## config.mk

```make
export PLATFORM = sky130hd
export DESIGN_NAME = dma_chan_rst_seq
export DESIGN_NICKNAME = d
export VERILOG_FILES = /design/src/rtl/dma_rst_pkg.sv /design/src/rtl/rst_tick_timer.sv /design/src/rtl/rst_err_flush.sv /design/src/rtl/rst_seq_fsm.sv /design/src/rtl/dma_chan_rst_seq.sv
export SDC_FILE = /design/constraint.sdc
export NUM_CORES = 1
export LEC_CHECK = 0
export ABC_AREA = 1
export BUFFER_PORTS_ARGS = -buffer_cell sky130_fd_sc_hd__clkbuf_2
export CAP_MARGIN = 20
export CORE_MARGIN = 2
export CORE_UTILIZATION = 46
export DETAILED_ROUTE_END_ITERATION = 7
export PLACE_DENSITY_LB_ADDON = 0.2
export SYNTH_ARGS = -nofsm -noshare
export SYNTH_HDL_FRONTEND = slang
export SYNTH_HIERARCHICAL = 1
export SYNTH_SLANG_ARGS = --single-unit
```

## constraint.sdc

```tcl
create_clock -name clk -period 1.52 [get_ports clk]
set_input_delay 0.076 -clock clk [delete_from_list [all_inputs] [get_ports clk]]
set_output_delay 0.076 -clock clk [all_outputs]
set_load 0.02 [all_outputs]
```

## src/rtl/dma_rst_pkg.sv

```systemverilog
package dma_rst_pkg;

  typedef enum logic [3:0] {
    SQ_IDLE,
    SQ_CHECK,
    SQ_SUSP_CMD,
    SQ_SUSP_WAIT,
    SQ_ERR_RD,
    SQ_ERR_WR,
    SQ_RST_CMD,
    SQ_RST_WAIT,
    SQ_OK,
    SQ_FAIL
  } seq_state_e;

  typedef enum logic [1:0] {
    FAIL_NONE = 2'b00,
    FAIL_SUSP = 2'b01,
    FAIL_RST  = 2'b10
  } fail_code_e;

endpackage

```

## src/rtl/rst_tick_timer.sv

```systemverilog
module rst_tick_timer #(
  parameter int LIMIT = 20
) (
  input  logic clk,
  input  logic rst_n,
  input  logic clr_i,
  input  logic tick_i,
  output logic last_o
);
  localparam int CW = (LIMIT > 1) ? $clog2(LIMIT) : 1;
  localparam logic [CW-1:0] TOP = CW'(LIMIT - 1);

  logic [CW-1:0] cnt_q;

  always_ff @(posedge clk or negedge rst_n) begin
    if (!rst_n)                   cnt_q <= '0;
    else if (clr_i)               cnt_q <= '0;
    else if (tick_i && cnt_q < TOP) cnt_q <= cnt_q + 1'b1;
  end

  assign last_o = (cnt_q == TOP);


  cnt_bound_chk: assert property (@(posedge clk) disable iff (!rst_n)
    cnt_q <= TOP);


  clr_zero_chk: assert property (@(posedge clk) disable iff (!rst_n)
    clr_i |=> (cnt_q == '0));

endmodule

```

## src/rtl/rst_err_flush.sv

```systemverilog
module rst_err_flush #(
  parameter int ERR_W = 32
) (
  input  logic             clk,
  input  logic             rst_n,
  input  logic             cap_i,
  input  logic             wr_i,
  input  logic [ERR_W-1:0] rd_data_i,
  output logic             wr_o,
  output logic [ERR_W-1:0] wr_data_o
);
  logic [ERR_W-1:0] snap_q;

  always_ff @(posedge clk or negedge rst_n) begin
    if (!rst_n)     snap_q <= '0;
    else if (cap_i) snap_q <= rd_data_i;
  end

  assign wr_o      = wr_i;
  assign wr_data_o = wr_i ? snap_q : '0;


  wb_data_chk: assert property (@(posedge clk) disable iff (!rst_n)
    (wr_o && $past(cap_i)) |-> (wr_data_o == $past(rd_data_i)));


  wr_after_cap_chk: assert property (@(posedge clk) disable iff (!rst_n)
    wr_o |-> $past(cap_i));

endmodule

```

## src/rtl/rst_seq_fsm.sv

```systemverilog
module rst_seq_fsm
  import dma_rst_pkg::*;
#(
  parameter int              ST_W      = 3,
  parameter logic [ST_W-1:0] ST_RUN    = '0,
  parameter logic [ST_W-1:0] ST_PARKED = ST_W'(1)
) (
  input  logic            clk,
  input  logic            rst_n,
  input  logic            start_i,
  input  logic            tick_i,
  input  logic [ST_W-1:0] status_i,
  input  logic            rst_pending_i,
  input  logic            tmr_last_i,
  output logic            tmr_clr_o,
  output logic            cap_o,
  output logic            wr_o,
  output logic            cmd_suspend_o,
  output logic            cmd_reset_o,
  output logic            busy_o,
  output logic            done_o,
  output logic            err_o,
  output logic [1:0]      err_code_o
);
  seq_state_e st_q, st_d;
  fail_code_e code_q, code_d;
  logic       chan_live;

  assign chan_live = (status_i == ST_RUN) || (status_i == ST_PARKED);

  always_comb begin
    st_d   = st_q;
    code_d = code_q;
    unique case (st_q)
      SQ_IDLE:      if (start_i) begin
                      st_d   = SQ_CHECK;
                      code_d = FAIL_NONE;
                    end
      SQ_CHECK:     st_d = chan_live ? SQ_SUSP_CMD : SQ_ERR_RD;
      SQ_SUSP_CMD:  st_d = SQ_SUSP_WAIT;
      SQ_SUSP_WAIT: if (tick_i) begin
                      if (!chan_live)      st_d = SQ_ERR_RD;
                      else if (tmr_last_i) begin
                        st_d   = SQ_FAIL;
                        code_d = FAIL_SUSP;
                      end
                    end
      SQ_ERR_RD:    st_d = SQ_ERR_WR;
      SQ_ERR_WR:    st_d = SQ_RST_CMD;
      SQ_RST_CMD:   st_d = SQ_RST_WAIT;
      SQ_RST_WAIT:  if (tick_i) begin
                      if (!rst_pending_i)  st_d = SQ_OK;
                      else if (tmr_last_i) begin
                        st_d   = SQ_FAIL;
                        code_d = FAIL_RST;
                      end
                    end
      SQ_OK:        st_d = SQ_IDLE;
      SQ_FAIL:      st_d = SQ_IDLE;
      default:      st_d = SQ_IDLE;
    endcase
  end

  always_ff @(posedge clk or negedge rst_n) begin
    if (!rst_n) begin
      st_q   <= SQ_IDLE;
      code_q <= FAIL_NONE;
    end else begin
      st_q   <= st_d;
      code_q <= code_d;
    end
  end

  assign tmr_clr_o     = (st_q == SQ_SUSP_CMD) || (st_q == SQ_RST_CMD);
  assign cap_o         = (st_q == SQ_ERR_RD);
  assign wr_o          = (st_q == SQ_ERR_WR);
  assign cmd_suspend_o = (st_q == SQ_SUSP_CMD);
  assign cmd_reset_o   = (st_q == SQ_RST_CMD);
  assign busy_o        = (st_q != SQ_IDLE);
  assign done_o        = (st_q == SQ_OK);
  assign err_o         = (st_q == SQ_FAIL);
  assign err_code_o    = (st_q == SQ_FAIL) ? code_q : FAIL_NONE;


  pulse_excl_chk: assert property (@(posedge clk) disable iff (!rst_n)
    $onehot0({done_o, err_o, wr_o, cmd_suspend_o, cmd_reset_o}));


  done_single_chk: assert property (@(posedge clk) disable iff (!rst_n)
    (done_o || err_o) |=> !(done_o || err_o));


  rst_after_flush_chk: assert property (@(posedge clk) disable iff (!rst_n)
    cmd_reset_o |-> $past(wr_o));


  err_code_chk: assert property (@(posedge clk) disable iff (!rst_n)
    err_o |-> (err_code_o != 2'b00));


  idle_after_end_chk: assert property (@(posedge clk) disable iff (!rst_n)
    (done_o || err_o) |=> !busy_o);

endmodule

```

## src/rtl/dma_chan_rst_seq.sv

```systemverilog
module dma_chan_rst_seq #(
  parameter int              ST_W       = 3,
  parameter logic [ST_W-1:0] ST_RUN     = '0,
  parameter logic [ST_W-1:0] ST_PARKED  = ST_W'(1),
  parameter int              ERR_W      = 32,
  parameter int              TICK_LIMIT = 20
) (
  input  logic             clk,
  input  logic             rst_n,
  input  logic             start_i,
  input  logic             ms_tick_i,
  input  logic [ST_W-1:0]  chan_status_i,
  input  logic             rst_pending_i,
  input  logic [ERR_W-1:0] err_rd_data_i,
  output logic             cmd_suspend_o,
  output logic             cmd_reset_o,
  output logic             err_wr_o,
  output logic [ERR_W-1:0] err_wr_data_o,
  output logic             busy_o,
  output logic             done_o,
  output logic             err_o,
  output logic [1:0]       err_code_o
);
  logic tmr_clr, tmr_last, cap, wr;

  rst_seq_fsm #(
    .ST_W(ST_W), .ST_RUN(ST_RUN), .ST_PARKED(ST_PARKED)
  ) u_fsm (
    .clk(clk), .rst_n(rst_n), .start_i(start_i), .tick_i(ms_tick_i),
    .status_i(chan_status_i), .rst_pending_i(rst_pending_i),
    .tmr_last_i(tmr_last), .tmr_clr_o(tmr_clr), .cap_o(cap), .wr_o(wr),
    .cmd_suspend_o(cmd_suspend_o), .cmd_reset_o(cmd_reset_o),
    .busy_o(busy_o), .done_o(done_o), .err_o(err_o), .err_code_o(err_code_o)
  );

  rst_tick_timer #(.LIMIT(TICK_LIMIT)) u_tmr (
    .clk(clk), .rst_n(rst_n), .clr_i(tmr_clr), .tick_i(ms_tick_i),
    .last_o(tmr_last)
  );

  rst_err_flush #(.ERR_W(ERR_W)) u_flush (
    .clk(clk), .rst_n(rst_n), .cap_i(cap), .wr_i(wr),
    .rd_data_i(err_rd_data_i), .wr_o(err_wr_o), .wr_data_o(err_wr_data_o)
  );

endmodule

```

== Word-level counts from Yosys, hierarchy flattened ==
Index checks and enable logic that the tools add are counted.
Cells by class
  add/sub/neg operators: 1
  magnitude comparators: 1
  mux-type cells: 20
  eq/ne operators: 18
  reductions and logical operators: 10
Operators by type and width (count)
  $mux W32: 1
  $pmux W4 S8: 1
  $mux W4: 6
  $eq A4 B3 Y1 const B: 4
  $mux W2: 8
  $ne A2 B2 Y1 const B: 6
  $mux W5: 2
  $eq A4 B2 Y1 const B: 2
  $eq A4 B4 Y1 const B: 2
  $reduce_and A8 Y1: 1
  $pmux W2 S3: 1
  $add A5 B1 Y5 const B: 1
  $eq A5 B5 Y1 const B: 1
  $lt A5 B5 Y1 const B: 1
  $eq A4 B1 Y1 const B: 1
  $logic_not A4 Y1: 1
  $reduce_bool A4 Y1: 1
  $eq A3 B1 Y1 const B: 1
  $logic_not A3 Y1: 1
  $mux W3: 1
  $reduce_and A3 Y1: 1
  $reduce_bool A3 Y1: 1
  $logic_or A1 B1 Y1: 2
  $ne A2 B1 Y1 const B: 1
  2 further kinds: 2
Storage, ports and cells
  word-level logic and storage cells: 54
  flip-flop bits (word level): 43
  output and inout bits: 40

== Depth between registers and ports, before layout ==
Gate-level depths: netlist of run 1.
  depth in word-level cells: 5
  gate-level depth with buffers: 11
  gate-level depth less buffers: 10

== Cells and area by module ==
Netlist of run 1, hierarchy kept.
By module, submodules not included
  rst_err_flush: seq. area each 800.8 sq um, times used 1, cells an instance 204, area an instance 1562.7 sq um
  rst_seq_fsm: seq. area each 150.1 sq um, times used 1, cells an instance 79, area an instance 510.5 sq um
  rst_tick_timer: seq. area each 125.1 sq um, times used 1, cells an instance 45, area an instance 345.3 sq um

== Least setup slack after synthesis of run 1 ==
No wires, ideal clock.
  path type: register -> output
  start point: reg u_fsm.st_q[3]
  end point: out err_wr_data_o[0]
  stages on the path, launching flop included: 7
  required time: 1444 ps
  data arrival time: 1470 ps
  buffers on the path: 1
  slack: -26 ps
  cell sequence: dfrtp_1 > inv_2 > nand2_4 > nor3_1 > buf_4 > nand2_1 > inv_1
Between the ends
  cells in the longest elaborated chain, start to end: 2
Ends and longest elaborated chain
  from (decl): RTL line rst_seq_fsm.sv:25  | seq_state_e st_q, st_d;
  from (signal assigned): RTL line rst_seq_fsm.sv:69  | st_q <= st_d;
  $eq A4 B3 Y1: RTL line rst_seq_fsm.sv:76  | assign wr_o = (st_q == SQ_ERR_WR);
  named net wr: RTL line dma_chan_rst_seq.sv:24  | logic tmr_clr, tmr_last, cap, wr;
  $mux W32: RTL line rst_err_flush.sv:20  | assign wr_data_o = wr_i ? snap_q : '0;
  to (decl): RTL line dma_chan_rst_seq.sv:18  | output logic [ERR_W-1:0] err_wr_data_o,
The timed path passes the listed nets, and every way through them passes these cells.

== Worst setup path after layout of run 1 ==
  start point: reg u_fsm.st_q[3]
  end point: out err_wr_data_o[5]
Between the ends
  cells in the longest elaborated chain, start to end: 2
Ends and longest elaborated chain (RTL line)
  $eq A4 B3 Y1: rst_seq_fsm.sv:76
  $mux W32: rst_err_flush.sv:20
Every way passes these cells.

==> flow_summary.ini, run 1 <==
[routing]
ant_nets = 0
vias = 2481
wirelength_microns = 7090
drt_iter0_drc = 124
drc = 0
viasPerCell = 4.68
firstDrtPassIters = 5
wl_per_cell_microns = 13.4

[status]
violations = setup timing
status = finished, violations left

[run]
drv_cap = 0

[grt]
grt_overflow = 0
antenna_found_initial = 1
grt_pass1_wl_microns = 10400
grt_usage_pct = 21.8
grt_pass1_vias = 2264
grt_max_degree = 44

[critical_path]
reg2regPathDepth = 8
worst_setup_path_end_kind = output port
r2r_setup_slack_ns = -0.01
path_class = reg2out
required_ns = 1.44
startpoint_type = flip-flop
endpoint = err_wr_data_o[5]
cp_data_arrival_time_ns = 1.60
crit_fanout = 7
r2r_end = u_flush/snap_q[26]$_DFFE_PN0P_
startpoint = u_fsm/st_q[3]$_DFFE_PN0P_
r2r_start = u_fsm/st_q[3]$_DFFE_PN0P_

[timing]
setup_violations = 34
max_slew_margin_pct = 62.8
min_period_ns = 1.68
worst_pin_slew_ns = 0.558
worst_hold_slack_ns = 0.00899
setup_tns_ns = -4.11
min_period_over_period_pct = 110
fin_worst_skew_ns = 0.00727
hold_viol = 0
rsz0062_at_grt = yes
setup_ws_ns = -0.156
slew_viol_final = 0
fmax_mhz = 597

[clock_tree]
cts_made_buffers = 5
clock_path_buffers = 2
clock_sinks = 43
htree_levels = 2
cts_tree = built
clk_pin_slew_ns = 0.09
clk_latency_ns = 0.29
root_buffer = clkbuf_8

[floorplanning]
die_h_microns = 76.5
rows = 26
core_area_sq_um = 5070
start_util_pct = 47.7
io_pins = 80
die-area_sq_um = 5850
die_x_microns = 76.5

[placed_design]
routabilityCongestion = 0.842
dp_slack_ns = 0.0841
dpl.hpwl_microns = 3610
port-buffer-count = 78

[logic_synthesis]
synth_nets = 369
synthTopCellsByArea = dfrtp_1, nand2_1, inv_1
synth_most_common_cell = nand2_1
synth_flop_cell = dfrtp_1
ys_warn_count = 6
synth_area_leader_cell = dfrtp_1
synth_cell_types = 23
netlist_instances = 328
syn_area_per_cell_sq_um = 7.37
ys_ff_latch = 43
async_flop_share_pct = 100
syn-cell-area_sq_um = 2420
yosysTopAreaCellShare_pct = 44.5
yosysSeqAreaShare_pct = 44.5
synth_edf_count = 0
synthTopCellsByCount = nand2_1, inv_1, dfrtp_1

[power]
power.density_nw_per_um2 = 1780
power_leakage_nw = 2.25
ir_drop_v = 0.00102

[finish]
final_nets = 499
post-route-util_pct = 75.3
fill_cells = 360
seq_area_sq_um = 1080
multi_input_area_sq_um = 1100
drive_gt1_share_pct = 40.1
area_growth_pct = 58.0

[hold_path]
min_path_type = in2reg
worst min path at each step:
stage                            startpoint  depth (start not counted)  slack (ns)                        endpoint
after global routing       err_rd_data_i[9]                          3        0.02   u_flush/snap_q[9]$_DFFE_PN0P_
final                      err_rd_data_i[9]                          3       0.009   u_flush/snap_q[9]$_DFFE_PN0P_
after CTS                 err_rd_data_i[11]                          3     0.00009  u_flush/snap_q[11]$_DFFE_PN0P_
after global placement                rst_n                          2        0.18      u_tmr/cnt_q[0]$_DFFE_PN0P_
after detailed placement              rst_n                          2        0.19      u_tmr/cnt_q[0]$_DFFE_PN0P_
after floorplan                       rst_n                          0       -0.22   u_flush/snap_q[0]$_DFFE_PN0P_
critical path, stage by stage, from the launching register on:
cell and delay (ns):
dfrtp_1 0.41, inv_2 0.08, nand2_4 0.06, nor3_4 0.22
buf_6 0.16, clkbuf_16 0.17, nand2_2 0.05, inv_2 0.06
buf_8 0.10
repair_timing:
item                       4_1_cts  5_1_grt
pin swaps                        2        2
setup endpoints to repair       37       67
hold buffers                    30        0
hold endpoints to repair        72        0
setup buffers                    6        8
gates cloned                     1        3
resized for setup               58       73
final cells by class:
| type | instances | area share [%] |
|---|---|---|
| Antenna cell | 1 | 0.0655 |
| Clock buffer | 5 | 1.80 |
| Clock inverter | 3 | 1.15 |
| Inverter | 48 | 5.40 |
| Multi-Input combinational cell | 223 | 28.8 |
| Sequential cell | 43 | 28.2 |
| Tap cell | 70 | 2.29 |
| Timing Repair Buffer | 135 | 31.6 |
| Timing Repair inverter | 2 | 0.720 |
layer usage:
metal  wire length, microns  vias up  track usage (%)
li1                       -     1234                -
met1                   3000     1155             27.8
met2                   3640       83             38.6
met3                    317        9             4.03
met4                    131        0             5.09
met5                      0        -                0
flip-flops by register name, summed over array words and instances (netlist names):
name	cells
u_fsm/code_q	2
u_fsm/st_q	4
u_flush/snap_q	32
u_tmr/cnt_q	5
power by group:
group	leakage [nW]	switching, mW	total (mW)	internal, mW
registers	0.533	0.420	2.11	1.69
clock network	0.0581	0.403	0.892	0.490
logic	1.66	2.16	3.80	1.64
total	2.25	2.98	6.79	3.81
per-stage QoR:
stage / std cells / area (sq um) / power [mW]
after detailed placement: 475 / 2880 / 4.79
after CTS: 520 / 3580 / 6.17
after global routing: 530 / 3820 / 7.26
after global placement: 475 / 2880 / 4.71
after floorplan: 328 / 2420 / 4.15
final: 530 / 3820 / 6.79
logic make-up (layout without fill, tap and decap cells):
| kind of cell | after synthesis | count (layout) | share of synthesized area (%) |
|---|---|---|---|
| fa+ha+maj | 1 | 1 | 0.517 |
| flops | 43 | 43 | 44.5 |
| xor+xnor | 1 | 1 | 0.362 |
| simple gates | 218 | 218 | 39.7 |
| buf+inv | 62 | 193 | 14.3 |
| other cells | 0 | 1 | 0 |
| compound gates | 3 | 3 | 0.621 |
cells in the final DEF (no fill, tap or decap), types with 3 or more instances in the layout:
cell / count
nand2_1: 135
clkbuf_2: 43
dfrtp_1: 41
dlygate4sd3_1: 30
inv_1: 27
nand2_2: 25
inv_2: 20
buf_8: 19
buf_4: 17
nor2_1: 15
clkbuf_4: 14
nand3_1: 14
nand2_4: 11
clkbuf_8: 7
buf_6: 6
nand4_1: 6
nor2_2: 4
nor2_4: 3
Power figures use the tool's default switching activity.
==> run 2: changes to the inputs <==
Settings changed: SKIP_CTS_REPAIR_TIMING from default to 1.
==> run 2 against run 1 <==
The run ends with hold timing, setup timing left. Sequential share of layout area grew 3.2 points. Combinational power shrank 15%. Wire length shrank 21%. Design area shrank 10%. Critical path depth shrank 1. First-iteration DRC count decreased by 6.5%. Total power down 9.5%. Utilization is 7.7 points lower. Clock power down 1%. Highest routed layer unchanged.
==> flow_summary.ini, run 2 (synthesized netlist as in run 1, its figures left out) <==
[status]
status = finished, violations left
violations = hold timing, setup timing

[critical_path]
r2r_start = u_fsm/st_q[3]$_DFFE_PN0P_
path_depth = 7
crit_buf_inv = 4
worst_path_max_delay_cell = dfrtp_1
reg2regPathDepth = 8
worst_setup_path_end_kind = output port
cp_data_arrival_time_ns = 1.55
r2r_end = u_flush/snap_q[11]$_DFFE_PN0P_
cp_cell_sequence = inv_2, nand2_4, nor3_4, buf_12, nand2_1, inv_1, buf_4
slowest_delay_ns = 0.40
path_class = reg2out
critical-path-top-delay-family = buffers and inverters
crit_fanout = 31
required_ns = 1.44
r2r_setup_slack_ns = 0.12
startpoint_type = flip-flop

[clock_tree]
clock_path_buffers = 2
clk_pin_slew_ns = 0.08
htree_levels = 2
root_buffer = clkbuf_8
clock_sinks = 43
clk_latency_ns = 0.29
cts_tree = built
cts_made_buffers = 5

[routing]
drc = 0
drt_iter0_drc = 116
firstDrtPassIters = 5
vias = 2303
wirelength_microns = 5610
ant_nets = 0
viasPerCell = 4.52
wl_per_cell_microns = 11.0

[timing]
setup_violations = 32
fin_worst_skew_ns = 0.00368
worst_pin_slew_ns = 0.540
min_period_ns = 1.63
fmax_mhz = 615
setup_ws_ns = -0.106
max_slew_margin_pct = 64.0
worst_hold_slack_ns = -0.0139
slew_viol_final = 0
rsz0062_at_grt = yes
hold_viol = 7
min_period_over_period_pct = 107

[floorplanning]
core_area_sq_um = 5070
start_util_pct = 47.7
die_h_microns = 76.5
die_x_microns = 76.5
rows = 26
io_pins = 80
die-area_sq_um = 5850

[finish]
area_growth_pct = 41.9
largest_reg_flops = 32
final_cells = 510
post-route-util_pct = 67.6
final_nets = 480
top_regs = u_flush/snap_q x32, u_tmr/cnt_q x5, u_fsm/st_q x4
antennaDiodeCount = 0
drive_gt1_share_pct = 36.4
layout_commonest_cell = nand2_1
regMostFlops = u_flush/snap_q
final_cell_mix = nand2_1, clkbuf_2, dfrtp_1

[grt]
grt_usage_pct = 17.7
grt_max_degree = 44
grt_overflow = 0
grt_pass1_wl_microns = 8530
antenna_found_initial = 0
grt_pass1_vias = 1940

[power]
ir_drop_v = 0.000853
power_leakage_nw = 2.11
power_mw = 6.15
power.density_nw_per_um2 = 1790

[placed_design]
routabilityCongestion = 0.842
port-buffer-count = 78
dpl.hpwl_microns = 3610
dp_cells = 475

[hold_path]
whs_path_depth = 3
min_to = u_flush/snap_q[25]$_DFFE_PN0P_
min_path_type = in2reg
hp-start = err_rd_data_i[25]

[run]
drv_cap = 0
run 2: changes by cell type in the layout (fill, tap and decap cells not counted), sizes merged:
cell / previous run / this run
dlygate4sd3: 30 / 17
buf: 45 / 58
inv: 49 / 48
clkbuf: 65 / 48
diode: 1 / 0
clkinv: 3 / 2
run 2: tightest hold or removal path, cell delays in order:
cell      delay (ns)
clkbuf_2        0.08
nand2_1         0.04
nand2_1         0.05
run 2: where the power goes:
| group | internal, mW | switching (mW) |
|---|---|---|
| combinational | 1.34 | 1.88 |
| clock | 0.489 | 0.390 |
| sequential | 1.69 | 0.360 |
| total | 3.52 | 2.63 |
run 2: area by class of cell:
| class | instances | area (sq um) |
|---|---|---|
| inverters | 48 | 188 |
| well taps | 70 | 87.6 |
| clock buffers | 5 | 68.8 |
| flip-flops and latches | 43 | 1080 |
| fillers | 428 | 1640 |
| multi-input cells | 223 | 1060 |
| clock inverters | 3 | 43.8 |
| repair buffers | 118 | 910 |
run 2: worst max-delay path by stage:
| stage | start | end | slack (ns) |
|---|---|---|---|
| final | u_fsm/st_q[3]$_DFFE_PN0P_ | err_wr_data_o[11] | -0.11 |
| after global routing | u_fsm/st_q[3]$_DFFE_PN0P_ | err_wr_data_o[11] | -0.20 |
| after CTS | u_fsm/st_q[1]$_DFFE_PN0P_ | err_wr_data_o[13] | -0.23 |
| after detailed placement | u_fsm/st_q[1]$_DFFE_PN0P_ | u_flush/snap_q[11]$_DFFE_PN0P_ | 0.08 |
| after global placement | u_tmr/cnt_q[2]$_DFFE_PN0P_ | u_fsm/code_q[0]$_DFFE_PN0P_ | 0.10 |
| after floorplan | u_fsm/st_q[3]$_DFFE_PN0P_ | err_wr_data_o[0] | 0.16 |
run 2: metrics by stage:
| step | setup slack [ns] | cell area, sq um | TNS (ns) |
|---|---|---|---|
| finish | -0.106 | 3430 | -2.05 |
| global route | -0.204 | 3430 | -5.20 |
| CTS | -0.229 | 2990 | -6.90 |
| detailed placement | 0.0841 | 2880 | 0 |
| global placement | 0.104 | 2880 | 0 |
| floorplan | 0.159 | 2420 | 0 |
run 2: layer usage:
metal	vias to the layer above	routed length [microns]	track usage [%]
met3	6	286	4.15
met5	-	0	0
li1	1195	-	-
met2	73	2800	28.9
met1	1029	2460	23.6
met4	0	55	4.91
